[src/rtl/irq_ctrl_pkg.sv]
package irq_ctrl_pkg;
  localparam int unsigned NSRC  = 6;
  localparam int unsigned VEC_W = 16;

  localparam int unsigned SRC_NMI = 0;
  localparam int unsigned SRC_EXT = 1;
  localparam int unsigned SRC_CAP = 2;
  localparam int unsigned SRC_CMP = 3;
  localparam int unsigned SRC_OVF = 4;
  localparam int unsigned SRC_SER = 5;

  typedef enum logic [1:0] {
    ST_RUN    = 2'd0,
    ST_SLEEP  = 2'd1,
    ST_WSTACK = 2'd2,
    ST_WAIT   = 2'd3
  } ctl_state_e;

  localparam logic [1:0] MODE_RUN   = 2'd0;
  localparam logic [1:0] MODE_SLEEP = 2'd1;
  localparam logic [1:0] MODE_WAIT  = 2'd2;

  // non-maskable at top of table, then descending even addresses from FFF8
  function automatic logic [VEC_W-1:0] src_vector(input int unsigned idx);
    logic [31:0] v;
    if (idx == 0) v = 32'h0000_FFFC;
    else          v = 32'h0000_FFFA - 32'(2 * idx);
    return v[VEC_W-1:0];
  endfunction
endpackage

[src/rtl/irq_nmi_edge.sv]
module irq_nmi_edge (
  input  logic clk_i,
  input  logic rst_ni,
  input  logic nmi_i,
  input  logic clr_i,
  output logic pend_o
);
  logic nmi_q;
  logic rise;

  assign rise = nmi_i & ~nmi_q;

  always_ff @(posedge clk_i or negedge rst_ni) begin
    if (!rst_ni) begin
      nmi_q  <= 1'b0;
      pend_o <= 1'b0;
    end else begin
      nmi_q  <= nmi_i;
      pend_o <= rise | (pend_o & ~clr_i);
    end
  end

  assert_nmi_latch_R10: assert property (@(posedge clk_i) disable iff (!rst_ni)
    (clr_i && !rise) |=> !pend_o);

  assert_nmi_set_R10: assert property (@(posedge clk_i) disable iff (!rst_ni)
    rise |=> pend_o);
endmodule

[src/rtl/irq_prio_sel.sv]
module irq_prio_sel
  import irq_ctrl_pkg::*;
#(
  parameter int unsigned N_SRC = NSRC,
  parameter int unsigned VW    = VEC_W
) (
  input  logic [N_SRC-1:0] req_i,
  input  logic             mask_i,
  output logic             any_o,
  output logic             elig_any_o,
  output logic             nmi_sel_o,
  output logic [VW-1:0]    vec_o
);
  logic [N_SRC-1:0] elig;
  logic [N_SRC-1:0] grant;
  logic [VW-1:0]    vec_tab [N_SRC];

  // index 0 is the non-maskable source
  assign elig = req_i & ~{{(N_SRC-1){mask_i}}, 1'b0};

  genvar gi;
  generate
    for (gi = 0; gi < N_SRC; gi++) begin : g_vec
      assign vec_tab[gi] = src_vector(gi);
    end
  endgenerate

  always_comb begin
    grant = '0;
    vec_o = '0;
    for (int i = N_SRC - 1; i >= 0; i--) begin
      if (elig[i]) begin
        grant    = '0;
        grant[i] = 1'b1;
        vec_o    = vec_tab[i];
      end
    end
  end

  assign any_o      = |req_i;
  assign elig_any_o = |elig;
  assign nmi_sel_o  = grant[0];

  always_comb begin
    assert_grant_onehot_R1: assert ($onehot0(grant));
  end
endmodule

[src/rtl/irq_ctl_fsm.sv]
module irq_ctl_fsm
  import irq_ctrl_pkg::*;
#(
  parameter int unsigned VW         = VEC_W,
  parameter int unsigned STALL_W    = 3,
  parameter int unsigned WAIT_STALL = 4
) (
  input  logic               clk_i,
  input  logic               rst_ni,
  input  logic               pend_any_i,
  input  logic               takeable_i,
  input  logic               sel_nmi_i,
  input  logic [VW-1:0]      sel_vec_i,
  input  logic               boundary_i,
  input  logic               rti_done_i,
  input  logic               sleep_cmd_i,
  input  logic               wait_cmd_i,
  input  logic               stack_done_i,
  output logic               take_o,
  output logic [VW-1:0]      vec_o,
  output logic               stack_o,
  output logic [STALL_W-1:0] stall_o,
  output logic               set_mask_o,
  output logic               take_nmi_o,
  output logic [1:0]         mode_o
);
  localparam logic [STALL_W-1:0] WSTALL = STALL_W'(WAIT_STALL);

  ctl_state_e         state_q, state_d;
  logic               take_d, stack_d;
  logic [STALL_W-1:0] stall_d;

  always_comb begin
    state_d = state_q;
    take_d  = 1'b0;
    stack_d = 1'b0;
    stall_d = '0;
    unique case (state_q)
      ST_RUN: begin
        if (wait_cmd_i) begin
          state_d = ST_WSTACK;
          stack_d = 1'b1;
        end else if (sleep_cmd_i) begin
          if (!pend_any_i) state_d = ST_SLEEP;
          else if (takeable_i) begin
            take_d  = 1'b1;
            stack_d = 1'b1;
          end
        end else if ((boundary_i || rti_done_i) && takeable_i) begin
          take_d  = 1'b1;
          stack_d = 1'b1;
        end
      end
      ST_SLEEP: begin
        if (pend_any_i) begin
          state_d = ST_RUN;
          if (takeable_i) begin
            take_d  = 1'b1;
            stack_d = 1'b1;
          end
        end
      end
      ST_WSTACK: begin
        if (stack_done_i) begin
          if (takeable_i) begin
            take_d  = 1'b1;
            stall_d = WSTALL;
            state_d = ST_RUN;
          end else begin
            state_d = ST_WAIT;
          end
        end
      end
      ST_WAIT: begin
        if (takeable_i) begin
          take_d  = 1'b1;
          stall_d = WSTALL;
          state_d = ST_RUN;
        end
      end
      default: state_d = ST_RUN;
    endcase
  end

  assign take_nmi_o = take_d & sel_nmi_i;

  always_ff @(posedge clk_i or negedge rst_ni) begin
    if (!rst_ni) begin
      state_q <= ST_RUN;
      take_o  <= 1'b0;
      stack_o <= 1'b0;
      stall_o <= '0;
      vec_o   <= '0;
    end else begin
      state_q <= state_d;
      take_o  <= take_d;
      stack_o <= stack_d;
      stall_o <= stall_d;
      if (take_d) vec_o <= sel_vec_i;
    end
  end

  assign set_mask_o = take_o;

  always_comb begin
    unique case (state_q)
      ST_SLEEP:           mode_o = MODE_SLEEP;
      ST_WSTACK, ST_WAIT: mode_o = MODE_WAIT;
      default:            mode_o = MODE_RUN;
    endcase
  end

  assert_sleep_exit_R5: assert property (@(posedge clk_i) disable iff (!rst_ni)
    (state_q == ST_SLEEP && pend_any_i) |=> (state_q != ST_SLEEP));

  assert_wait_entry_R7: assert property (@(posedge clk_i) disable iff (!rst_ni)
    (state_q == ST_RUN && wait_cmd_i) |=> (stack_o && !take_o && mode_o == MODE_WAIT));

  assert_wait_stall_R8: assert property (@(posedge clk_i) disable iff (!rst_ni)
    ((state_q == ST_WAIT || state_q == ST_WSTACK) && takeable_i && (state_q == ST_WAIT || stack_done_i))
      |=> (take_o && !stack_o && stall_o == WSTALL));
endmodule

[src/rtl/irq_sleep_ctrl.sv]
module irq_sleep_ctrl
  import irq_ctrl_pkg::*;
#(
  parameter int unsigned STALL_W    = 3,
  parameter int unsigned WAIT_STALL = 4
) (
  input  logic               clk_i,
  input  logic               rst_ni,
  input  logic               nmi_i,
  input  logic               ext_irq_i,
  input  logic               cap_irq_i,
  input  logic               cmp_irq_i,
  input  logic               ovf_irq_i,
  input  logic               rx_en_i,
  input  logic               rx_full_i,
  input  logic               rx_ovr_i,
  input  logic               tx_en_i,
  input  logic               tx_empty_i,
  input  logic               mask_i,
  input  logic               boundary_i,
  input  logic               rti_done_i,
  input  logic               sleep_cmd_i,
  input  logic               wait_cmd_i,
  input  logic               stack_done_i,
  output logic               take_o,
  output logic [VEC_W-1:0]   vector_o,
  output logic               stack_o,
  output logic [STALL_W-1:0] stall_o,
  output logic               set_mask_o,
  output logic [1:0]         mode_o
);
  logic             nmi_pend, nmi_clr;
  logic             ser_req;
  logic [NSRC-1:0]  req;
  logic             any_pend, takeable, sel_nmi;
  logic [VEC_W-1:0] sel_vec;

  assign ser_req = (rx_en_i & (rx_full_i | rx_ovr_i)) | (tx_en_i & tx_empty_i);

  always_comb begin
    req          = '0;
    req[SRC_NMI] = nmi_pend;
    req[SRC_EXT] = ext_irq_i;
    req[SRC_CAP] = cap_irq_i;
    req[SRC_CMP] = cmp_irq_i;
    req[SRC_OVF] = ovf_irq_i;
    req[SRC_SER] = ser_req;
  end

  irq_nmi_edge u_nmi (
    .clk_i  (clk_i),
    .rst_ni (rst_ni),
    .nmi_i  (nmi_i),
    .clr_i  (nmi_clr),
    .pend_o (nmi_pend)
  );

  irq_prio_sel #(.N_SRC(NSRC), .VW(VEC_W)) u_sel (
    .req_i      (req),
    .mask_i     (mask_i),
    .any_o      (any_pend),
    .elig_any_o (takeable),
    .nmi_sel_o  (sel_nmi),
    .vec_o      (sel_vec)
  );

  irq_ctl_fsm #(.VW(VEC_W), .STALL_W(STALL_W), .WAIT_STALL(WAIT_STALL)) u_fsm (
    .clk_i        (clk_i),
    .rst_ni       (rst_ni),
    .pend_any_i   (any_pend),
    .takeable_i   (takeable),
    .sel_nmi_i    (sel_nmi),
    .sel_vec_i    (sel_vec),
    .boundary_i   (boundary_i),
    .rti_done_i   (rti_done_i),
    .sleep_cmd_i  (sleep_cmd_i),
    .wait_cmd_i   (wait_cmd_i),
    .stack_done_i (stack_done_i),
    .take_o       (take_o),
    .vec_o        (vector_o),
    .stack_o      (stack_o),
    .stall_o      (stall_o),
    .set_mask_o   (set_mask_o),
    .take_nmi_o   (nmi_clr),
    .mode_o       (mode_o)
  );

  assert_mask_block_R3: assert property (@(posedge clk_i) disable iff (!rst_ni)
    (take_o && vector_o != src_vector(SRC_NMI)) |-> !$past(mask_i));

  assert_serial_vec_R4: assert property (@(posedge clk_i) disable iff (!rst_ni)
    (take_o && vector_o == src_vector(SRC_SER)) |-> $past(ser_req));
endmodule

[config.mk]
export PLATFORM = sky130hd
export DESIGN_NAME = irq_sleep_ctrl
export DESIGN_NICKNAME = d
export VERILOG_FILES = /design/src/rtl/irq_ctrl_pkg.sv /design/src/rtl/irq_nmi_edge.sv /design/src/rtl/irq_prio_sel.sv /design/src/rtl/irq_ctl_fsm.sv /design/src/rtl/irq_sleep_ctrl.sv
export SDC_FILE = /design/constraint.sdc
export NUM_CORES = 1
export LEC_CHECK = 0
export BUFFER_PORTS_ARGS = -buffer_cell sky130_fd_sc_hd__buf_2
export CORE_MARGIN = 2
export CORE_UTILIZATION = 35
export CTS_BUF_LIST = sky130_fd_sc_hd__clkbuf_8
export DETAILED_ROUTE_END_ITERATION = 7
export PLACE_DENSITY = 0.65
export SLEW_MARGIN = 0
export SYNTH_ARGS = -nofsm -noshare
export SYNTH_HDL_FRONTEND = slang
export SYNTH_SLANG_ARGS = --single-unit
[constraint.sdc]
create_clock -name clk_i -period 2.6 [get_ports clk_i]
set_input_delay 0.13 -clock clk_i [delete_from_list [all_inputs] [get_ports clk_i]]
set_output_delay 0.13 -clock clk_i [all_outputs]
set_load 0.02 [all_outputs]
# Word level (Yosys, flattened, before mapping)
# Index checks and enable logic that the tools add are counted.
[classes]
n_eq_ne = 8
n_mux = 32
bitwise = 12
reduce_logical = 7
[op_table]
columns = ["cell", "n"]
rows = [
  ["$mux W16", 6],
  ["$mux W2", 7],
  ["$mux W1", 12],
  ["$reduce_or A6 Y1", 2],
  ["$pmux W2 S4", 1],
  ["$and A6 B6 Y6", 1],
  ["$mux W3", 2],
  ["$ne A3 B3 Y1 const B", 2],
  ["$not A6 Y6", 1],
  ["$pmux W3 S2", 1],
  ["$and A1 B1 Y1", 5],
  ["$reduce_and A5 Y1", 1],
  ["$eq A2 B2 Y1 const B", 2],
  ["$ne A2 B1 Y1 const B", 2],
  ["$pmux W1 S4", 1],
  ["$pmux W2 S2", 1],
  ["$or A1 B1 Y1", 3],
  ["$eq A2 B1 Y1 const B", 1],
  ["$logic_not A2 Y1", 1],
  ["$ne A2 B2 Y1 const B", 1],
  ["$not A1 Y1", 2],
  ["$pmux W1 S2", 1],
  ["$reduce_or A2 Y1", 1],
  ["$logic_and A1 B1 Y1", 1],
  ["$logic_or A1 B1 Y1", 1],
]
[word_totals]
ff_bits = 25
input_bits = 18
output_inout_bits = 24
elab_cells = 66

# Longest topological paths before layout
# Gate-level depths: netlist of the first run.
[logic_depth]
word_depth = 14
ltp_mapped = 4
mapped_depth_nobuf = 4

# Modules after synthesis
# A second synthesis of the first run with hierarchy kept.
[unflattened]
hier_cells = 186
area_unflattened_um2 = 1606.5
[by_module_without_submodules]
columns = ["mod", "instances", "cells_per_inst", "area_per_inst_um2", "seq_area_each_um2"]
rows = [
  ["irq_ctl_fsm", 1, 151, 1350.0, 525.5],
  ["irq_prio_sel", 1, 27, 173.9, 0.0],
  ["irq_nmi_edge", 1, 5, 70.1, 50.0],
  ["irq_sleep_ctrl", 1, 3, 12.5, 0.0],
]

# Least setup slack after synthesis of the first run
# Ideal clock, no wire load.
[synth_timing]
path_kind = "reg2reg"
from = "reg u_fsm.state_q[1]"
to = "reg u_fsm.vec_o[1]"
setup_ns = 0.066
arrival_ns = 1.152
required_time_ns = 2.534
path_slack_ns = 1.382
path_stages_with_launch = 5
path_buffers = 0
synth_period_minus_slack_ns = 1.218
cell_sequence = "dfrtp_1 a21oi_1 a21bo_2 o21ai_1 a22o_1"
[synth_via]
elab_chain_cells = 2
elab_cells_between_ends = 5
[synth_rtl]
columns = ["element", "line_no", "rtl"]
rows = [
  ["from (decl)", "irq_ctl_fsm.sv:29", "ctl_state_e state_q, state_d;"],
  ["from (signal assigned)", "irq_ctl_fsm.sv:95", "state_q <= state_d;"],
  ["$eq A2 B2 Y1, or another cell as far along", "irq_ctl_fsm.sv:38", "unique case (state_q)"],
  ["$pmux W1 S4 *", "irq_ctl_fsm.sv:38", ""],
  ["to (signal assigned)", "irq_ctl_fsm.sv:99", "if (take_d) vec_o <= sel_vec_i;"],
  ["to (decl)", "irq_ctl_fsm.sv:20", "output logic [VW-1:0] vec_o,"],
]
# Mark *: on every way between the ends. The rest lies on a longest branch, timed or not.
# A chain may end at the register's enable or synchronous reset.

# Worst setup path in the final report of the first run
# Ends and elaborated chain as after synthesis.

==> impl_metrics.json, run 1 <==
{
  "hold_viol_final": 0,
  "crit_slowest_cell": "dfrtp_1",
  "synth_area_leaders": "dfrtp_1 (42%), buf_4 (17%), nor2_1 (3.4%)",
  "r2r_slack_ns": 1.24,
  "grt_max_degree": 14,
  "clkLatencyLatePin_ns": 0.23,
  "finalCriticalPeriod_ns": 1.355,
  "syn-instance-count": 72,
  "placed_area_um2": 763.2,
  "ys_seq_area_share_pct": 42.07,
  "powerDensity_mw_per_mm2": 873.8,
  "syn-cell-area_um2": 654.4,
  "cts_hold_buf": 1,
  "final_nets": 119,
  "routed_wl_um": 1251,
  "layout.cells.most_common_list": "buf_2 (38), dfrtp_1 (11), nor2_1 (6), inv_1 (6), o21ai_0 (4)",
  "synth.largest_area_cell": "dfrtp_1",
  "clockBufferDepth": 2,
  "clkTransAtPathRegs_ns": 0.05,
  "area_delta_synth_final_pct": 25.05,
  "path_max_fanout": 8,
  "post_cts_buffers": 0,
  "fin_ws_ns": 1.245,
  "hp-class": "primary input to flop",
  "design_area_um2": 818.3,
  "drive_gt1_share_pct": 44.00,
  "cts_max_level": 1,
  "reg2reg_from": "u_fsm.state_q[1]",
  "reg2reg_depth": 4,
  "fp.dieArea_mm2": 0.002232,
  "cp.required_ns": 2.77,
  "crit_path_end_kind": "flop",
  "setup-tns-final_ns": 0,
  "initial_core_util_pct": 37.49,
  "critical-path-max-stage-delay_ns": 0.45,
  "io_buffers": 38,
  "grt_overflow": 0,
  "ys_types": 27,
  "diodes": 0,
  "r2r_end": "u_fsm.vec_o[1]",
  "clock_sink_count": 11,
  "drv_cap": 0,
  "ioPinCount": 42,
  "fmax_mhz": 737.8,
  "syn_avg_cell_area_um2": 9.089,
  "p_leak_uw": 0.0004049,
  "postRouteAntennaNets": 0,
  "slew_violations": 0,
  "path_cells": "a21oi_1 > a21bo_2 > o21ai_1 > a22o_1",
  "grt_pass1_vias": 481,
  "cp-start-kind": "flop",
  "yosys_warnings": 0,
  "remaining_drc_errors": 0,
  "vias": 571,
  "cts_resized": 0,
  "crit_end": "u_fsm.vec_o[1]",
  "fillers": 174,
  "layout_commonest_cell": "buf_2",
  "die_x_um": 47.24,
  "fp-row-count": 15,
  "drt-vias-per-instance": 4.568,
  "coreArea_mm2": 0.001745,
  "first_pass_iters": 4,
  "min_period_over_period_pct": 52.13,
  "gr-usage-all-layers_pct": 13.20,
  "fin_skew_ns": 0.004546,
  "cts_tree": "built",
  "rsz0062_at_grt": "no",
  "drt_iter0_markers": 4,
  "synth.top_cell.area_share_pct": 42.07,
  "status": "finished, final reports clean",
  "antenna_found_initial": 0,
  "setup_viol": 0,
  "cts_root_buf": "clkbuf_8",
  "ys_seq_elements": 11,
  "gp_congestion": 0.7690,
  "arrival_ns": 1.53,
  "place_ws_ns": 1.177,
  "critPathKind": "flop to flop",
  "dieHeight_um": 47.24,
  "grt_pass1_wl_um": 2035,
  "cts_buffers": 3,
  "dp_hpwl_um": 973.2,
  "crit_start": "u_fsm.state_q[1]",
  "peakVddDrop_mv": 0.3144,
  "wl_per_cell_um": 10.01
}
[area by class of cell]
type                       count  area (um2)  share of cell area, %
sequential                    11       275.3                  33.64
multi-input combinational     41       247.7                  30.28
timing repair buffer          39       200.2                  24.46
clock buffer                   3       41.29                  5.046
tap                           25       31.28                  3.823
inverter                       5       18.77                  2.294
clock inverter                 1       3.754                 0.4587
[flip-flops by register name, indices dropped and copies added, names as in the netlist]
register and cells:
u_fsm.state_q 2, u_fsm.stack_o 1, u_fsm.vec_o 4, u_nmi.nmi_q 1, u_nmi.pend_o 1, u_fsm.set_mask_o 1, u_fsm.stall_o 1
[stage by stage]
| stage | power, uW | hold WS, ns | util (%) | instances |
|---|---|---|---|---|
| floorplan | 470.8 | -0.1656 | - | 74 |
| global placement | 548.8 | 0.01773 | 43.73 | 120 |
| detailed placement | 549.0 | 0.01273 | 43.73 | 120 |
| CTS | 720.3 | 0.01856 | 46.88 | 125 |
| global route | 764.0 | 0.01795 | 46.88 | 125 |
| finish | 715.0 | 0.01614 | 46.88 | 125 |
[layer usage]
layer	GRT usage, %	up-vias	wire [um]
li1	-	287	-
met3	3.462	2	96
met1	17.73	253	612
met5	0	-	0
met4	6.667	0	9
met2	19.46	29	532
[cells in the mapped netlist (all sizes together)]
master   n
a21boi   1
or3      2
clkbuf   2
o211a    1
conb     1
a21oi    3
nor4b    1
inv      5
dfrtp   11
nand2b   2
nor3     3
o21ai    5
nand2    3
nor4     2
o2bb2a   1
buf     15
a221oi   1
a31oi    1
nor2b    1
a211oi   1
nand3    1
a32oi    1
a21bo    1
a22o     1
nor2     6
[critical path, delay by kind of cell, from the launching register on]
kind / cells / cell delay (ns)
flops: 1 / 0.45
compound gates: 4 / 0.85
[worst min path at each step]
| stage | slack (ns) | end | cells past startpoint | from |
|---|---|---|---|---|
| after floorplan | -0.17 | u_fsm.set_mask_o | 0 | rst_ni |
| after global placement | 0.02 | u_fsm.state_q[1] | 1 | rst_ni |
| after detailed placement | 0.01 | u_fsm.state_q[1] | 1 | rst_ni |
| after CTS | 0.02 | u_nmi.nmi_q | 1 | nmi_i |
| after global routing | 0.02 | u_nmi.nmi_q | 1 | nmi_i |
| final | 0.02 | u_nmi.nmi_q | 1 | nmi_i |
[power breakdown]
part	switching (uW)	internal, uW	total [uW]
Sequential	48.5	226	274
Clock	62.6	104	166
Combinational	166	109	274
[kinds of logic (layout without fill, tap and decap cells)]
| group | count (synthesis) | after routing | share of synthesized area [%] |
|---|---|---|---|
| flops | 11 | 11 | 42.06 |
| buf+inv | 22 | 48 | 21.22 |
| compound gates | 17 | 17 | 18.93 |
| simple gates | 21 | 21 | 17.21 |
| other cells | 1 | 3 | 0.5731 |
No activity file was read; power rests on OpenSTA's default activity.
==> run 2, diff against run 1 <==
==> constraint.sdc (replaced) <==
create_clock -name clk_i -period 1.3 [get_ports clk_i]
set_input_delay 0.065 -clock clk_i [delete_from_list [all_inputs] [get_ports clk_i]]
set_output_delay 0.065 -clock clk_i [all_outputs]
set_load 0.02 [all_outputs]
==> impl_metrics.json, run 2 (synthesis results as in run 1) <==
{
  "status": "finished, final reports clean",
  "fp.dieArea_mm2": 0.002232,
  "power.clock.fraction_pct": 21.3,
  "final_nets": 124,
  "clkTransAtPathRegs_ns": 0.05,
  "antenna_found_initial": 0,
  "hold_viol_final": 0,
  "initial_core_util_pct": 37.49,
  "fmax_mhz": 807.4,
  "p_leak_uw": 0.0004315,
  "min_period_over_period_pct": 95.27,
  "critPathKind": "flop to flop",
  "coreArea_mm2": 0.001745,
  "layout_commonest_cell": "buf_2",
  "gp_congestion": 0.7850,
  "p_comb_share_pct": 42.9,
  "power.switching_uw": 574.1,
  "cts_tree": "built",
  "vias": 581,
  "critical-path-max-stage-delay_ns": 0.43,
  "stdcell_count": 130,
  "path_max_fanout": 5,
  "grt_overflow": 0,
  "drive_gt1_share_pct": 49.52,
  "setup-tns-final_ns": 0,
  "hp-class": "primary input to flop",
  "peakVddDrop_mv": 0.7915,
  "clock_sink_count": 11,
  "remaining_drc_errors": 0,
  "rsz0062_at_grt": "no",
  "intPower_uw": 941.1,
  "io_buffers": 38,
  "fin_skew_ns": 0.0004605,
  "die_x_um": 47.24,
  "reg_top3": "u_fsm.vec_o (4), u_fsm.state_q (2)",
  "diodes": 0,
  "routed_wl_um": 1317,
  "place_inst": 124,
  "clockBufferDepth": 2,
  "wl_per_cell_um": 10.13,
  "crit_path_end_kind": "flop",
  "cts_buffers": 3,
  "drt-vias-per-instance": 4.469,
  "grt_pass1_wl_um": 2125,
  "dieHeight_um": 47.24,
  "whs_path_depth": 3,
  "drt_iter0_markers": 7,
  "drv_cap": 0,
  "slew_violations": 0,
  "largest_reg_flops": 4,
  "gr-usage-all-layers_pct": 13.71,
  "p_seq_share_pct": 35.8,
  "ioPinCount": 42,
  "dp_hpwl_um": 1055,
  "finalCriticalPeriod_ns": 1.238,
  "first_pass_iters": 4,
  "fp-row-count": 15,
  "cp.required_ns": 1.42,
  "clkLatencyLatePin_ns": 0.23,
  "arrival_ns": 1.36,
  "path_cells": "nor2_2 > a21bo_2 > o21ai_2 > a22o_1",
  "grt_pass1_vias": 522,
  "grt_max_degree": 14,
  "reg2reg_depth": 4,
  "area_delta_synth_final_pct": 33.27,
  "layout.cells.most_common_list": "buf_2 (38), dfrtp_1 (11), inv_1 (6)",
  "regMostFlops": "u_fsm.vec_o",
  "crit_slowest_cell": "dfrtp_1",
  "setup_viol": 0,
  "p_sw_share_pct": 37.89,
  "powerDensity_mw_per_mm2": 1737,
  "cts_root_buf": "clkbuf_8",
  "postRouteAntennaNets": 0,
  "cts_max_level": 1,
  "cp-start-kind": "flop"
}
## run 2: worst paths after layout
kind / start / to / slack [ns]
max: u_fsm.state_q[1] / u_fsm.vec_o[1] / 0.06
min: sleep_cmd_i / u_fsm.state_q[0] / 0.10
max reg2reg: u_fsm.state_q[1] / u_fsm.vec_o[1] / 0.06
min reg2reg: u_nmi.nmi_q / u_nmi.pend_o / 0.41
max in group asynchronous: rst_ni / u_nmi.nmi_q / 0.87
min in group asynchronous: rst_ni / u_fsm.state_q[0] / 0.23
## run 2: per-layer routing
layer | global-route usage, % | up-vias | part of all wire [%]
li1 | - | 296 | -
met1 | 17.14 | 254 | 51
met2 | 21.89 | 29 | 42
met3 | 3.462 | 2 | 6.7
met4 | 6.667 | 0 | 0.91
met5 | 0 | - | 0
## run 2: worst max-delay path: cells and delay by family, from the launching register on
kind               cells  cell delay [ns]
AOI/OAI and AO/OA      3             0.53
DFF                    1             0.43
and+or+nand+nor        1             0.17
## run 2: cell type report
type / count / area (um2)
clock inverters: 1 / 3.754
multi-input cells: 41 / 261.5
fillers: 178 / 873.3
repair buffers: 44 / 240.2
clock buffers: 3 / 41.29
well taps: 25 / 31.28
flip-flops and latches: 11 / 275.3
inverters: 5 / 18.77
## run 2: per-stage QoR
| stage | worst slack (ns) | hold slack, ns | utilization (%) | instance area, um2 | power (uW) |
|---|---|---|---|---|---|
| after floorplan | 0.08167 | -0.2306 | - | 661.9 | 941.7 |
| after global placement | 0.02845 | -0.05310 | 45.45 | 793.3 | 1159 |
| after detailed placement | -0.02722 | -0.05182 | 45.45 | 793.3 | 1166 |
| after CTS | 0.009868 | 0.09063 | 49.18 | 858.3 | 1496 |
| after global routing | 0.003578 | 0.1091 | 49.96 | 872.1 | 1625 |
| final | 0.06153 | 0.1010 | 49.96 | 872.1 | 1515 |
## run 2: repair_timing
item	in CTS	in global routing
hold buffers	2	0
setup endpoints to repair	0	4
buffers inserted	0	0
resized for setup	0	5
endpoints found under the hold margin	12	0
## run 2: power groups by stage
stage,Sequential [uW],Clock (uW),Combinational [uW]
after floorplan,621,0,321
after global placement,541,0,618
after detailed placement,537,0,629
after CTS,534,327,635
after global routing,559,350,715
final,543,323,649
==> run 3, diff against run 2 <==
--- a/config.mk
+++ b/config.mk
@@ -5,12 +5,13 @@
 export SDC_FILE = /design/constraint.sdc
 export NUM_CORES = 1
 export LEC_CHECK = 0
+export ABC_AREA = 1
 export BUFFER_PORTS_ARGS = -buffer_cell sky130_fd_sc_hd__buf_2
 export CORE_MARGIN = 2
 export CORE_UTILIZATION = 35
 export CTS_BUF_LIST = sky130_fd_sc_hd__clkbuf_8
 export DETAILED_ROUTE_END_ITERATION = 7
-export PLACE_DENSITY = 0.65
+export PLACE_DENSITY = 0.62
 export SLEW_MARGIN = 0
 export SYNTH_ARGS = -nofsm -noshare
 export SYNTH_HDL_FRONTEND = slang
==> impl_metrics.json, run 3 <==
{
  "async_flop_share_pct": 100.0,
  "reg2reg_depth": 9,
  "synth.largest_area_cell": "dfrtp_1",
  "ioPinCount": 42,
  "ys_seq_area_share_pct": 34.98,
  "stdcell_count": 176,
  "yosys.cell_count.top_type": "nand2_1",
  "hp-class": "primary input to flop",
  "die_x_um": 51.42,
  "synth.top_cell.area_share_pct": 34.98,
  "ys_seq_elements": 11,
  "slew_violations": 0,
  "syn-instance-count": 110,
  "peakVddDrop_mv": 1.057,
  "gp_congestion": 0.8460,
  "synth_edf_count": 0,
  "cp.required_ns": 1.48,
  "gr-usage-all-layers_pct": 14.23,
  "clkTransAtPathRegs_ns": 0.05,
  "cts_buffers": 3,
  "wl_per_cell_um": 9.955,
  "crit_path_end_kind": "flop",
  "drv_cap": 0,
  "clock_sink_count": 11,
  "placed_area_um2": 918.4,
  "syn_avg_cell_area_um2": 7.155,
  "largest_reg_flops": 4,
  "status": "finished, final reports clean",
  "finalCriticalPeriod_ns": 1.284,
  "critPathKind": "flop to flop",
  "grt_max_degree": 14,
  "clkLatencyLatePin_ns": 0.24,
  "drive_gt1_share_pct": 52.03,
  "place_inst": 164,
  "first_pass_iters": 4,
  "drt-vias-per-instance": 4.540,
  "diodes": 0,
  "setup_viol": 0,
  "initial_core_util_pct": 36.27,
  "syn-cell-area_um2": 787.0,
  "cts_tree": "built",
  "cp-start-kind": "flop",
  "setup-tns-final_ns": 0,
  "utilization_pct": 51.27,
  "regMostFlops": "u_fsm.vec_o",
  "powerDensity_mw_per_mm2": 1867,
  "routed_wl_um": 1752,
  "area_delta_synth_final_pct": 41.34,
  "fp.dieArea_mm2": 0.002644,
  "grt_pass1_wl_um": 2773,
  "antenna_found_initial": 0,
  "ys_types": 22,
  "cts_max_level": 1,
  "layout_commonest_cell": "buf_2",
  "fmax_mhz": 778.5,
  "io_buffers": 38,
  "synthFlopType": "dfrtp_1",
  "postRouteAntennaNets": 0,
  "design_area_mm2": 0.001112,
  "yosys_warnings": 0,
  "synth_area_leaders": "dfrtp_1 (35%), buf_4 (14%), nand2_1 (13%)",
  "drt_iter0_markers": 6,
  "cts_root_buf": "clkbuf_8",
  "grt_overflow": 0,
  "hold_viol_final": 0,
  "arrival_ns": 1.47,
  "coreArea_mm2": 0.002170,
  "layout.cells.most_common_list": "buf_2 (38), nand2_1 (24), inv_1 (11)",
  "path_cells": "inv_2 > nand3_2 > nor2_4 > buf_4 > buf_4 > nand3b_1 > nand3_2 > nand2_2 > nand2_1",
  "p_leak_uw": 0.0005936,
  "fin_skew_ns": 0.01015,
  "fp-row-count": 17,
  "rsz0062_at_grt": "yes",
  "yosys-top-cells-count": "nand2_1 (28), buf_4 (15), dfrtp_1 (11), nand3_1 (11), nor2_1 (11)",
  "path_max_fanout": 3,
  "dp_hpwl_um": 1251,
  "vias": 799,
  "critical-path-max-stage-delay_ns": 0.40,
  "holdWs_ns": 0.1207,
  "reg_top3": "u_fsm.vec_o (4), u_fsm.state_q (2)",
  "dieHeight_um": 51.42,
  "clockBufferDepth": 2,
  "whs_path_depth": 3,
  "remaining_drc_errors": 0,
  "final_nets": 167,
  "min_period_over_period_pct": 98.81,
  "grt_pass1_vias": 688,
  "crit_slowest_cell": "dfrtp_1"
}
==> run 3: cell families (layout without fill, tap and decap cells) <==
kind of cell / Yosys count / count (layout) / share of synthesized area, %
compound gates: 7 / 7 / 6.361
buf+inv: 30 / 66 / 21.46
flops: 11 / 11 / 34.98
other cells: 1 / 3 / 0.4765
simple gates: 61 / 61 / 36.73
==> run 3: final cells by class <==
type                    count  area (um2)
fillers                   219        1057
multi-input cells          71       429.2
flip-flops and latches     11       276.5
repair buffers             48       274.0
inverters                  14       52.55
clock buffers               3       41.29
well taps                  28       35.03
clock inverters             1       3.754
==> run 3: stage by stage <==
step / power (uW) / worst slack, ns
5_1_grt: 2246 / -0.05360
6_report: 2077 / 0.01552
3_3_place_gp: 1479 / 0.02271
3_5_place_dp: 1487 / -0.01631
4_1_cts: 1971 / 0.006600
2_1_floorplan: 1235 / 0.04649
==> run 3: timing repair <==
item	4_1_cts	5_1_grt
resized for setup	3	19
hold buffers	2	0
endpoints found under the hold margin	12	0
endpoints found under the setup margin	5	7
pin swaps	2	10
buffers inserted	6	0
==> run 3: worst max-delay path: cells and delay by family (launching register included) <==
family	cells	cell delay [ns]
AND/OR/NAND/NOR	6	0.50
flip-flops	1	0.40
buffers and inverters	3	0.32
==> run 3: power breakdown <==
part           total (uW)  switching [uW]  internal, uW  leakage [uW]
clock network         338             131           207     0.0000269
logic                1150             688           467      0.000436
registers             584             105           479      0.000131
total                2080             924          1150      0.000594
==> run 3: metal layers <==
layer | global-route usage, % | wire length, um | share of wire, %
met1 | 16.18 | 676 | 39
met4 | 7.456 | 26 | 1.5
met3 | 4.678 | 132 | 7.5
met2 | 23.50 | 917 | 52
met5 | 0 | 0 | 0
==> run 3: worst paths after layout <==
check / startpoint / to / slack [ns]
worst max-delay path: u_nmi.pend_o / u_fsm.state_q[1] / 0.02
worst min-delay path: wait_cmd_i / u_fsm.stack_o / 0.12
worst max register to register: u_nmi.pend_o / u_fsm.state_q[1] / 0.02
worst min register to register: u_nmi.nmi_q / u_nmi.pend_o / 0.50
max in group asynchronous: rst_ni / u_fsm.state_q[1] / 0.87
min in group asynchronous: rst_ni / u_fsm.stall_o[2] / 0.21
